**config.mk**
```make
export PLATFORM = sky130hd
export DESIGN_NAME = btb_direct
export DESIGN_NICKNAME = d
export VERILOG_FILES = /design/src/rtl/btb_pkg.sv /design/src/rtl/btb_addr_split.sv /design/src/rtl/btb_match.sv /design/src/rtl/btb_store.sv /design/src/rtl/btb_direct.sv
export SDC_FILE = /design/constraint.sdc
export NUM_CORES = 1
export LEC_CHECK = 0
export BUFFER_PORTS_ARGS = -buffer_cell sky130_fd_sc_hd__buf_2
export CAP_MARGIN = 20
export CELL_PAD_IN_SITES_DETAIL_PLACEMENT = 0
export CELL_PAD_IN_SITES_GLOBAL_PLACEMENT = 1
export CORE_MARGIN = 2
export CORE_UTILIZATION = 47
export CTS_CLUSTER_SIZE = 20
export DETAILED_ROUTE_END_ITERATION = 7
export PLACE_DENSITY_LB_ADDON = 0.1
export SLEW_MARGIN = 20
export SYNTH_ARGS = -nofsm -noshare
export SYNTH_HDL_FRONTEND = slang
export SYNTH_SLANG_ARGS = --single-unit
```
**constraint.sdc**
```tcl
create_clock -name clk_i -period 4.55 [get_ports clk_i]
set_clock_uncertainty 0.15 [all_clocks]
set_input_delay 0.6825 -clock clk_i [delete_from_list [all_inputs] [get_ports clk_i]]
set_output_delay 0.6825 -clock clk_i [all_outputs]
set_load 0.03 [all_outputs]
```
**src/rtl/btb_pkg.sv**
```systemverilog
package btb_pkg;

  function automatic bit is_pow2(input int unsigned n);
    return (n != 0) && ((n & (n - 1)) == 0);
  endfunction

endpackage

```
**src/rtl/btb_addr_split.sv**
```systemverilog
module btb_addr_split #(
  parameter int unsigned ADDR_W = 32,
  parameter int unsigned IDX_W  = 4,
  parameter int unsigned TAG_W  = 8,
  parameter int unsigned SHIFT  = 2
) (
  input  logic [ADDR_W-1:0] addr_i,
  output logic [IDX_W-1:0]  idx_o,
  output logic [TAG_W-1:0]  tag_o
);
  localparam int unsigned TAG_LSB = SHIFT + IDX_W;

  logic [ADDR_W-1:0] idx_sh, tag_sh;

  always_comb begin
    idx_sh = addr_i >> SHIFT;
    tag_sh = addr_i >> TAG_LSB;
    idx_o  = idx_sh[IDX_W-1:0];
    tag_o  = tag_sh[TAG_W-1:0];
  end
endmodule

```
**src/rtl/btb_match.sv**
```systemverilog
module btb_match #(
  parameter int unsigned TAG_W = 8,
  parameter int unsigned TID_W = 2
) (
  input  logic             ent_valid_i,
  input  logic [TAG_W-1:0] ent_tag_i,
  input  logic [TID_W-1:0] ent_tid_i,
  input  logic [TAG_W-1:0] req_tag_i,
  input  logic [TID_W-1:0] req_tid_i,
  output logic             hit_o
);
  assign hit_o = ent_valid_i && (ent_tag_i == req_tag_i) && (ent_tid_i == req_tid_i);
endmodule

```
**src/rtl/btb_store.sv**
```systemverilog
module btb_store #(
  parameter int unsigned ENTRIES = 16,
  parameter int unsigned IDX_W   = 4,
  parameter int unsigned TAG_W   = 8,
  parameter int unsigned TID_W   = 2,
  parameter int unsigned DATA_W  = 32
) (
  input  logic              clk_i,
  input  logic              rst_ni,
  input  logic              clear_i,
  input  logic              we_i,
  input  logic [IDX_W-1:0]  widx_i,
  input  logic [TAG_W-1:0]  wtag_i,
  input  logic [TID_W-1:0]  wtid_i,
  input  logic [DATA_W-1:0] wdata_i,
  input  logic [IDX_W-1:0]  ridx_a_i,
  output logic              ra_valid_o,
  output logic [TAG_W-1:0]  ra_tag_o,
  output logic [TID_W-1:0]  ra_tid_o,
  output logic [DATA_W-1:0] ra_data_o,
  input  logic [IDX_W-1:0]  ridx_b_i,
  output logic              rb_valid_o,
  output logic [TAG_W-1:0]  rb_tag_o,
  output logic [TID_W-1:0]  rb_tid_o
);
  logic [ENTRIES-1:0] valid_q;
  logic [TAG_W-1:0]   tag_q  [ENTRIES];
  logic [TID_W-1:0]   tid_q  [ENTRIES];
  logic [DATA_W-1:0]  data_q [ENTRIES];

  for (genvar e = 0; e < ENTRIES; e++) begin : g_ent
    logic sel;
    assign sel = we_i && (widx_i == IDX_W'(e));

    // clear wins over a write in the same cycle
    always_ff @(posedge clk_i or negedge rst_ni) begin
      if (!rst_ni)      valid_q[e] <= 1'b0;
      else if (clear_i) valid_q[e] <= 1'b0;
      else if (sel)     valid_q[e] <= 1'b1;
    end

    // payload needs no reset: guarded by valid
    always_ff @(posedge clk_i) begin
      if (sel) begin
        tag_q[e]  <= wtag_i;
        tid_q[e]  <= wtid_i;
        data_q[e] <= wdata_i;
      end
    end
  end

  always_comb begin
    ra_valid_o = valid_q[ridx_a_i];
    ra_tag_o   = tag_q[ridx_a_i];
    ra_tid_o   = tid_q[ridx_a_i];
    ra_data_o  = data_q[ridx_a_i];
    rb_valid_o = valid_q[ridx_b_i];
    rb_tag_o   = tag_q[ridx_b_i];
    rb_tid_o   = tid_q[ridx_b_i];
  end
endmodule

```
**src/rtl/btb_direct.sv**
```systemverilog
module btb_direct #(
  parameter int unsigned ENTRIES = 16,
  parameter int unsigned TAG_W   = 8,
  parameter int unsigned ADDR_W  = 32,
  parameter int unsigned TID_W   = 2,
  parameter int unsigned SHIFT   = 2
) (
  input  logic              clk_i,
  input  logic              rst_ni,
  input  logic              clear_i,
  input  logic [ADDR_W-1:0] lk_addr_i,
  input  logic [TID_W-1:0]  lk_tid_i,
  output logic              hit_o,
  output logic [ADDR_W-1:0] target_o,
  input  logic [ADDR_W-1:0] chk_addr_i,
  input  logic [TID_W-1:0]  chk_tid_i,
  output logic              chk_hit_o,
  input  logic              upd_en_i,
  input  logic [ADDR_W-1:0] upd_addr_i,
  input  logic [TID_W-1:0]  upd_tid_i,
  input  logic [ADDR_W-1:0] upd_target_i
);
  localparam int unsigned IDX_W = (ENTRIES > 1) ? $clog2(ENTRIES) : 1;

  if (!btb_pkg::is_pow2(ENTRIES) || ENTRIES < 2) begin : g_bad_entries
    $error("btb_direct: ENTRIES must be a power of two, at least 2");
  end
  if (SHIFT + IDX_W + TAG_W > ADDR_W) begin : g_bad_fields
    $error("btb_direct: index and tag fields exceed ADDR_W");
  end

  logic [IDX_W-1:0] lk_idx, chk_idx, upd_idx;
  logic [TAG_W-1:0] lk_tag, chk_tag, upd_tag;

  btb_addr_split #(.ADDR_W(ADDR_W), .IDX_W(IDX_W), .TAG_W(TAG_W), .SHIFT(SHIFT)) i_split_lk (
    .addr_i(lk_addr_i), .idx_o(lk_idx), .tag_o(lk_tag));
  btb_addr_split #(.ADDR_W(ADDR_W), .IDX_W(IDX_W), .TAG_W(TAG_W), .SHIFT(SHIFT)) i_split_chk (
    .addr_i(chk_addr_i), .idx_o(chk_idx), .tag_o(chk_tag));
  btb_addr_split #(.ADDR_W(ADDR_W), .IDX_W(IDX_W), .TAG_W(TAG_W), .SHIFT(SHIFT)) i_split_upd (
    .addr_i(upd_addr_i), .idx_o(upd_idx), .tag_o(upd_tag));

  logic              a_valid, b_valid;
  logic [TAG_W-1:0]  a_tag, b_tag;
  logic [TID_W-1:0]  a_tid, b_tid;
  logic [ADDR_W-1:0] a_data;

  btb_store #(
    .ENTRIES(ENTRIES), .IDX_W(IDX_W), .TAG_W(TAG_W), .TID_W(TID_W), .DATA_W(ADDR_W)
  ) i_store (
    .clk_i     (clk_i),
    .rst_ni    (rst_ni),
    .clear_i   (clear_i),
    .we_i      (upd_en_i),
    .widx_i    (upd_idx),
    .wtag_i    (upd_tag),
    .wtid_i    (upd_tid_i),
    .wdata_i   (upd_target_i),
    .ridx_a_i  (lk_idx),
    .ra_valid_o(a_valid),
    .ra_tag_o  (a_tag),
    .ra_tid_o  (a_tid),
    .ra_data_o (a_data),
    .ridx_b_i  (chk_idx),
    .rb_valid_o(b_valid),
    .rb_tag_o  (b_tag),
    .rb_tid_o  (b_tid)
  );

  logic lk_hit;

  btb_match #(.TAG_W(TAG_W), .TID_W(TID_W)) i_match_lk (
    .ent_valid_i(a_valid), .ent_tag_i(a_tag), .ent_tid_i(a_tid),
    .req_tag_i(lk_tag), .req_tid_i(lk_tid_i), .hit_o(lk_hit));
  btb_match #(.TAG_W(TAG_W), .TID_W(TID_W)) i_match_chk (
    .ent_valid_i(b_valid), .ent_tag_i(b_tag), .ent_tid_i(b_tid),
    .req_tag_i(chk_tag), .req_tid_i(chk_tid_i), .hit_o(chk_hit_o));

  assign hit_o    = lk_hit;
  assign target_o = lk_hit ? a_data : '0;
endmodule

```
# == Yosys cells after proc, flatten, opt, wreduce, memory -nomap -nowiden ==
# Memories as Yosys holds them, arrays and structs flattened.
# Cells that the tools add are included.
# word_totals
reg_bits,16
ram_bits,672
input_bits,138
mem_count,3
# classes
order_cmp,2
n_eq_ne,19
muxes,204
reduce_logical,82
# memory_table
memory,words,word_bits,read_ports,rd_ports_with_merged_regs,wr,line_no,source
i_store.data_q,16,32,1,0,1,btb_store.sv:29,logic [DATA_W-1:0] data_q [ENTRIES];
i_store.tag_q,16,8,2,0,1,btb_store.sv:27,logic [TAG_W-1:0] tag_q [ENTRIES];
i_store.tid_q,16,2,2,0,1,btb_store.sv:28,logic [TID_W-1:0] tid_q [ENTRIES];
# op_table
op,count
$mux 32,16
$reduce_or 32->1,15
$mux 4,45
$mux 8,15
$reduce_or 8->1,15
$mux 1,111
$eq 4x4->1 const B,8
$reduce_bool 2->1,16
$mux 2,15
$reduce_or 2->1,15
$logic_and 1x1->1,20
$eq 4x3->1 const B,4
$eq 8x8->1,2
$lt 4x5->1 const B,2
$bmux 1 s4,2
$eq 4x2->1 const B,2
$eq 2x2->1,2
$eq 4x1->1 const B,1
$logic_not 4->1,1

# == Logic depth before layout (Yosys ltp) ==
# depth
ltp_word,20
ltp_mapped,11
mapped_depth_nobuf,6

# == By module ==
# A second synthesis with hierarchy kept.
# unflattened
hier_cells,1310
area_unflattened_um2,27940.5
# modules_own_cells
module,instances,cells_each,area_each_um2,seq_area_each_um2
btb_store,1,1211,27184.8,20579.7
btb_addr_split,3,12,90.1,0.0
btb_direct,1,35,255.2,0.0
btb_match,2,14,115.1,0.0

# == Least setup slack after synthesis ==
# OpenSTA, ideal clock, no wires.
# synth_timing
kind,in2reg
from,input upd_addr_i[5]
to,memory i_store.data_q[0][0] (enable)
arrival_ns,4.121
t_required_ns,3.904
slack_ns,-0.217
cell_stages,2
path_buffers,0
path_cell_list,or3b_2 nor3_1
# synth_between
word_cells_on_any_way,109
classes_between,eq/ne: 15; mux: 62; reduce/logical: 32
# synth_rtl
item,line_no,source
"start, declared",btb_direct.sv:19,"input logic [ADDR_W-1:0] upd_addr_i,"
$logic_not 4->1,btb_store.sv:33,assign sel = we_i && (widx_i == IDX_W'(e));
$logic_and 1x1->1,btb_store.sv:33,
net i_store.g_ent[0].sel,btb_store.sv:32,logic sel;
$mux 1,btb_store.sv:44,if (sel) begin
$mux 1 (not written as such),btb_store.sv:47,data_q[e] <= wdata_i;
$mux 1 (no source line) (15 in a row),n/a,
"end, declared",btb_store.sv:29,
# The timed path passes the listed nets, and every way through them passes these cells.

# == Final worst setup path ==
# layout_timing
from,input chk_addr_i[3]
to,output chk_hit_o
# layout_between
elab_chain_cells,4
word_cells_on_any_way,8
classes_between,eq/ne: 2; mux: 2; reduce/logical: 2; memory: 2
# layout_lines
item,line_no,source
"start, declared",btb_direct.sv:15,"input logic [ADDR_W-1:0] chk_addr_i,"
$mem_v2 16x8 or $bmux 1 s4 (tied branches),n/a,
$eq 8x8->1 or $mux 1 (tied branches),"btb_match.sv:12, btb_store.sv:57",
$logic_and 1x1->1,btb_match.sv:12,assign hit_o = ent_valid_i && (ent_tag_i == req_tag_i) && (ent_tid_i == req_tid_i);
$logic_and 1x1->1 *,btb_match.sv:12,
"end, declared",btb_direct.sv:17,"output logic chk_hit_o,"
# Every way passes the cells marked *; elsewhere a longest branch is shown, timed or not. The select of a mux whose other input is x is not followed.

==> flow_summary.json <==
{
  "outcome": "completed",
  "synth-main-ff-cell": "edfxtp_1",
  "leakagePower_nw": 10.4,
  "synth_most_common_cell": "edfxtp_1",
  "grt_max_degree": 68,
  "relSlewSlack": 0.331,
  "start_kind": "input port",
  "syn_area_per_cell_um2": 22.1,
  "grt.overflow.total": 0,
  "n_fill_cell": 4659,
  "synthesis.area_um2": 28500,
  "first_pass_iters": 5,
  "wl_per_cell_um": 29.8,
  "period_share": 0.937,
  "ioPinCount": 172,
  "period_minus_slack_ps": 4260,
  "grt_usage": 0.223,
  "setup_tns_ps": 0,
  "layout-drive-gt1-share": 0.375,
  "cp.required_ps": 3720,
  "start_util": 0.474,
  "htree_levels": 3,
  "n_antenna_cell": 0,
  "hold_end": "i_store.valid_q[7]",
  "cp_max_fo": 28,
  "via_count": 13800,
  "clk_pin_slew_worst_paths_ps": 60,
  "setup_ws_ps": 287,
  "cts_setup_buffers": 0,
  "pre_cts_ws_ps": 243,
  "core_area_um2": 60100,
  "numCtsBuffers": 73,
  "r2r_start": "i_store.valid_q[8]",
  "multi_input_area_um2": 7650,
  "criticalPathCategory": "in -> out",
  "power_mw": 13.7,
  "die_area_um2": 62700,
  "utilization": 0.544,
  "seq_area_frac_synth": 0.722,
  "finalSetupViolCount": 0,
  "drt-initial-drc-count": 1107,
  "antenna_found_initial": 3,
  "ys_top_cells_by_area": "edfxtp_1 (71%), mux4_2 (19%), mux2i_1 (1.5%), dfrtp_1 (1.4%), nor4_2 (1.3%)",
  "worstMarginPinSlew_ps": 1000,
  "rows": 90,
  "slew_viol_final": 0,
  "holdWs_ps": 299,
  "drv_cap": 0,
  "crit_chain": "buf_2, buf_4, mux2i_1, a221oi_1, xor2_1, o31a_1, nor4_1, buf_4, buf_2",
  "nets": 1592,
  "worstPathArrival_ps": 3430,
  "r2r_end": "i_store.valid_q[8]",
  "viasPerCell": 6.04,
  "io_buffers": 111,
  "end_kind": "output pin",
  "async_flop_share": 0.0233,
  "synthTopCellsByCount": "edfxtp_1 (672), mux4_2 (236), nor2_1 (50)",
  "crit_slowest_cell": "buf_2",
  "synth_top_area_cell": "edfxtp_1",
  "peakVddDrop_v": 0.000265,
  "cts.path.max_buffers": 3,
  "synth-seq-cells": 688,
  "reg2reg_depth": 2,
  "die_x_um": 250,
  "yosysWarnings": 0,
  "routed_wl_um": 68100,
  "synth-edff-count": 672,
  "grt_pass1_wl_um": 99500,
  "regToRegSetupSlack_ps": 3710,
  "gp_congestion": 0.763,
  "power_density_nw_per_um2": 419,
  "drc": 0,
  "rsz0062_at_grt": "false",
  "cts_tree": "built",
  "netlist_instances": 1292,
  "slowest_delay_ps": 650,
  "synth_top_area_share": 0.707,
  "max_freq_mhz": 235,
  "fp.dieH_um": 250,
  "hold_path_class": "in -> reg",
  "netlist-cell-type-count": 53,
  "seqCellArea_um2": 20600,
  "hold_violations": 0,
  "min-delay-start": "clear_i",
  "clockRootBuffer": "clkbuf_16",
  "worstHoldPathCells": 2,
  "dp_hpwl_um": 36500,
  "area_growth_pct": 14.7,
  "ant_nets": 0,
  "syn-num-nets": 1430,
  "cts_sinks": 688,
  "clk_latency_ps": 590,
  "grt_pass1_vias": 14600
}
cell type report:
cell class,count,area share
clock buffer,90,0.0597
clock inverter,39,0.00940
inverter,2,0.000229
multi-input combinational,520,0.234
sequential,688,0.629
tap,782,0.0299
timing repair buffer,169,0.0383
what timing repair did:
action,4_1_cts,5_1_grt
hold buffers,1,0
gates resized for setup,0,0
endpoints found under the hold margin,16,0
registers in the layout (all words and copies together), names as in the netlist:
register,cells
i_store.data_q,512
i_store.tag_q,128
i_store.tid_q,32
i_store.valid_q,16
how the worst max path moves through the flow:
stage,startpoint,endpoint
global placement,lk_addr_i[2],target_o[1]
global route,chk_addr_i[3],chk_hit_o
CTS,i_store.tid_q[1][0],target_o[1]
detailed placement,lk_addr_i[2],target_o[1]
finish,chk_addr_i[3],chk_hit_o
floorplan,upd_addr_i[5],i_store.data_q[4][0]
through the flow:
stage,area [um^2],std cells
after global routing,32700,2290
final,32700,2290
after floorplan,28500,1292
after CTS,32700,2290
after detailed placement,30500,2160
after global placement,30500,2160
routing by layer:
metal	global-route usage	wire [um]
met1	0.325	30100
met2	0.355	33200
met3	0.0366	3710
met4	0.0556	1090
met5	0	40
cells by family (layout without fill, tap and decap cells):
group | Yosys count | count (layout) | share of synthesized area
flip-flops | 688 | 688 | 0.722
XOR/XNOR | 31 | 31 | 0.00978
buffers and inverters | 84 | 300 | 0.0157
AND/OR/NAND/NOR | 171 | 171 | 0.0379
multiplexers | 288 | 288 | 0.206
AO/OA/AOI/OAI | 30 | 30 | 0.00899
report_power, final:
part | internal [mW] | switching (mW)
combinational | 0.398 | 0.527
clock | 3.28 | 2.39
sequential | 7.09 | 0.0328
total | 10.8 | 2.95
placed cells by master (no fill, tap or decap), types with 11 or more instances in the layout:
| cell | instances |
|---|---|
| buf_12 | 19 |
| buf_2 | 107 |
| buf_4 | 40 |
| clkbuf_1 | 14 |
| clkbuf_16 | 76 |
| clkinv_1 | 16 |
| clkinv_2 | 12 |
| dfrtp_1 | 16 |
| edfxtp_1 | 672 |
| mux2i_1 | 42 |
| mux4_2 | 236 |
| nand3_1 | 38 |
| nor2_1 | 38 |
| nor2_4 | 12 |
| nor4_2 | 30 |
| xnor2_1 | 19 |
| xor2_1 | 11 |
critical path, delay by kind of cell:
family,cells,cell delay (ps)
compound gates,2,950
mux,1,80
xor+xnor,1,130
buf+inv,4,1290
simple gates,1,270
Power figures use the tool's default switching activity.
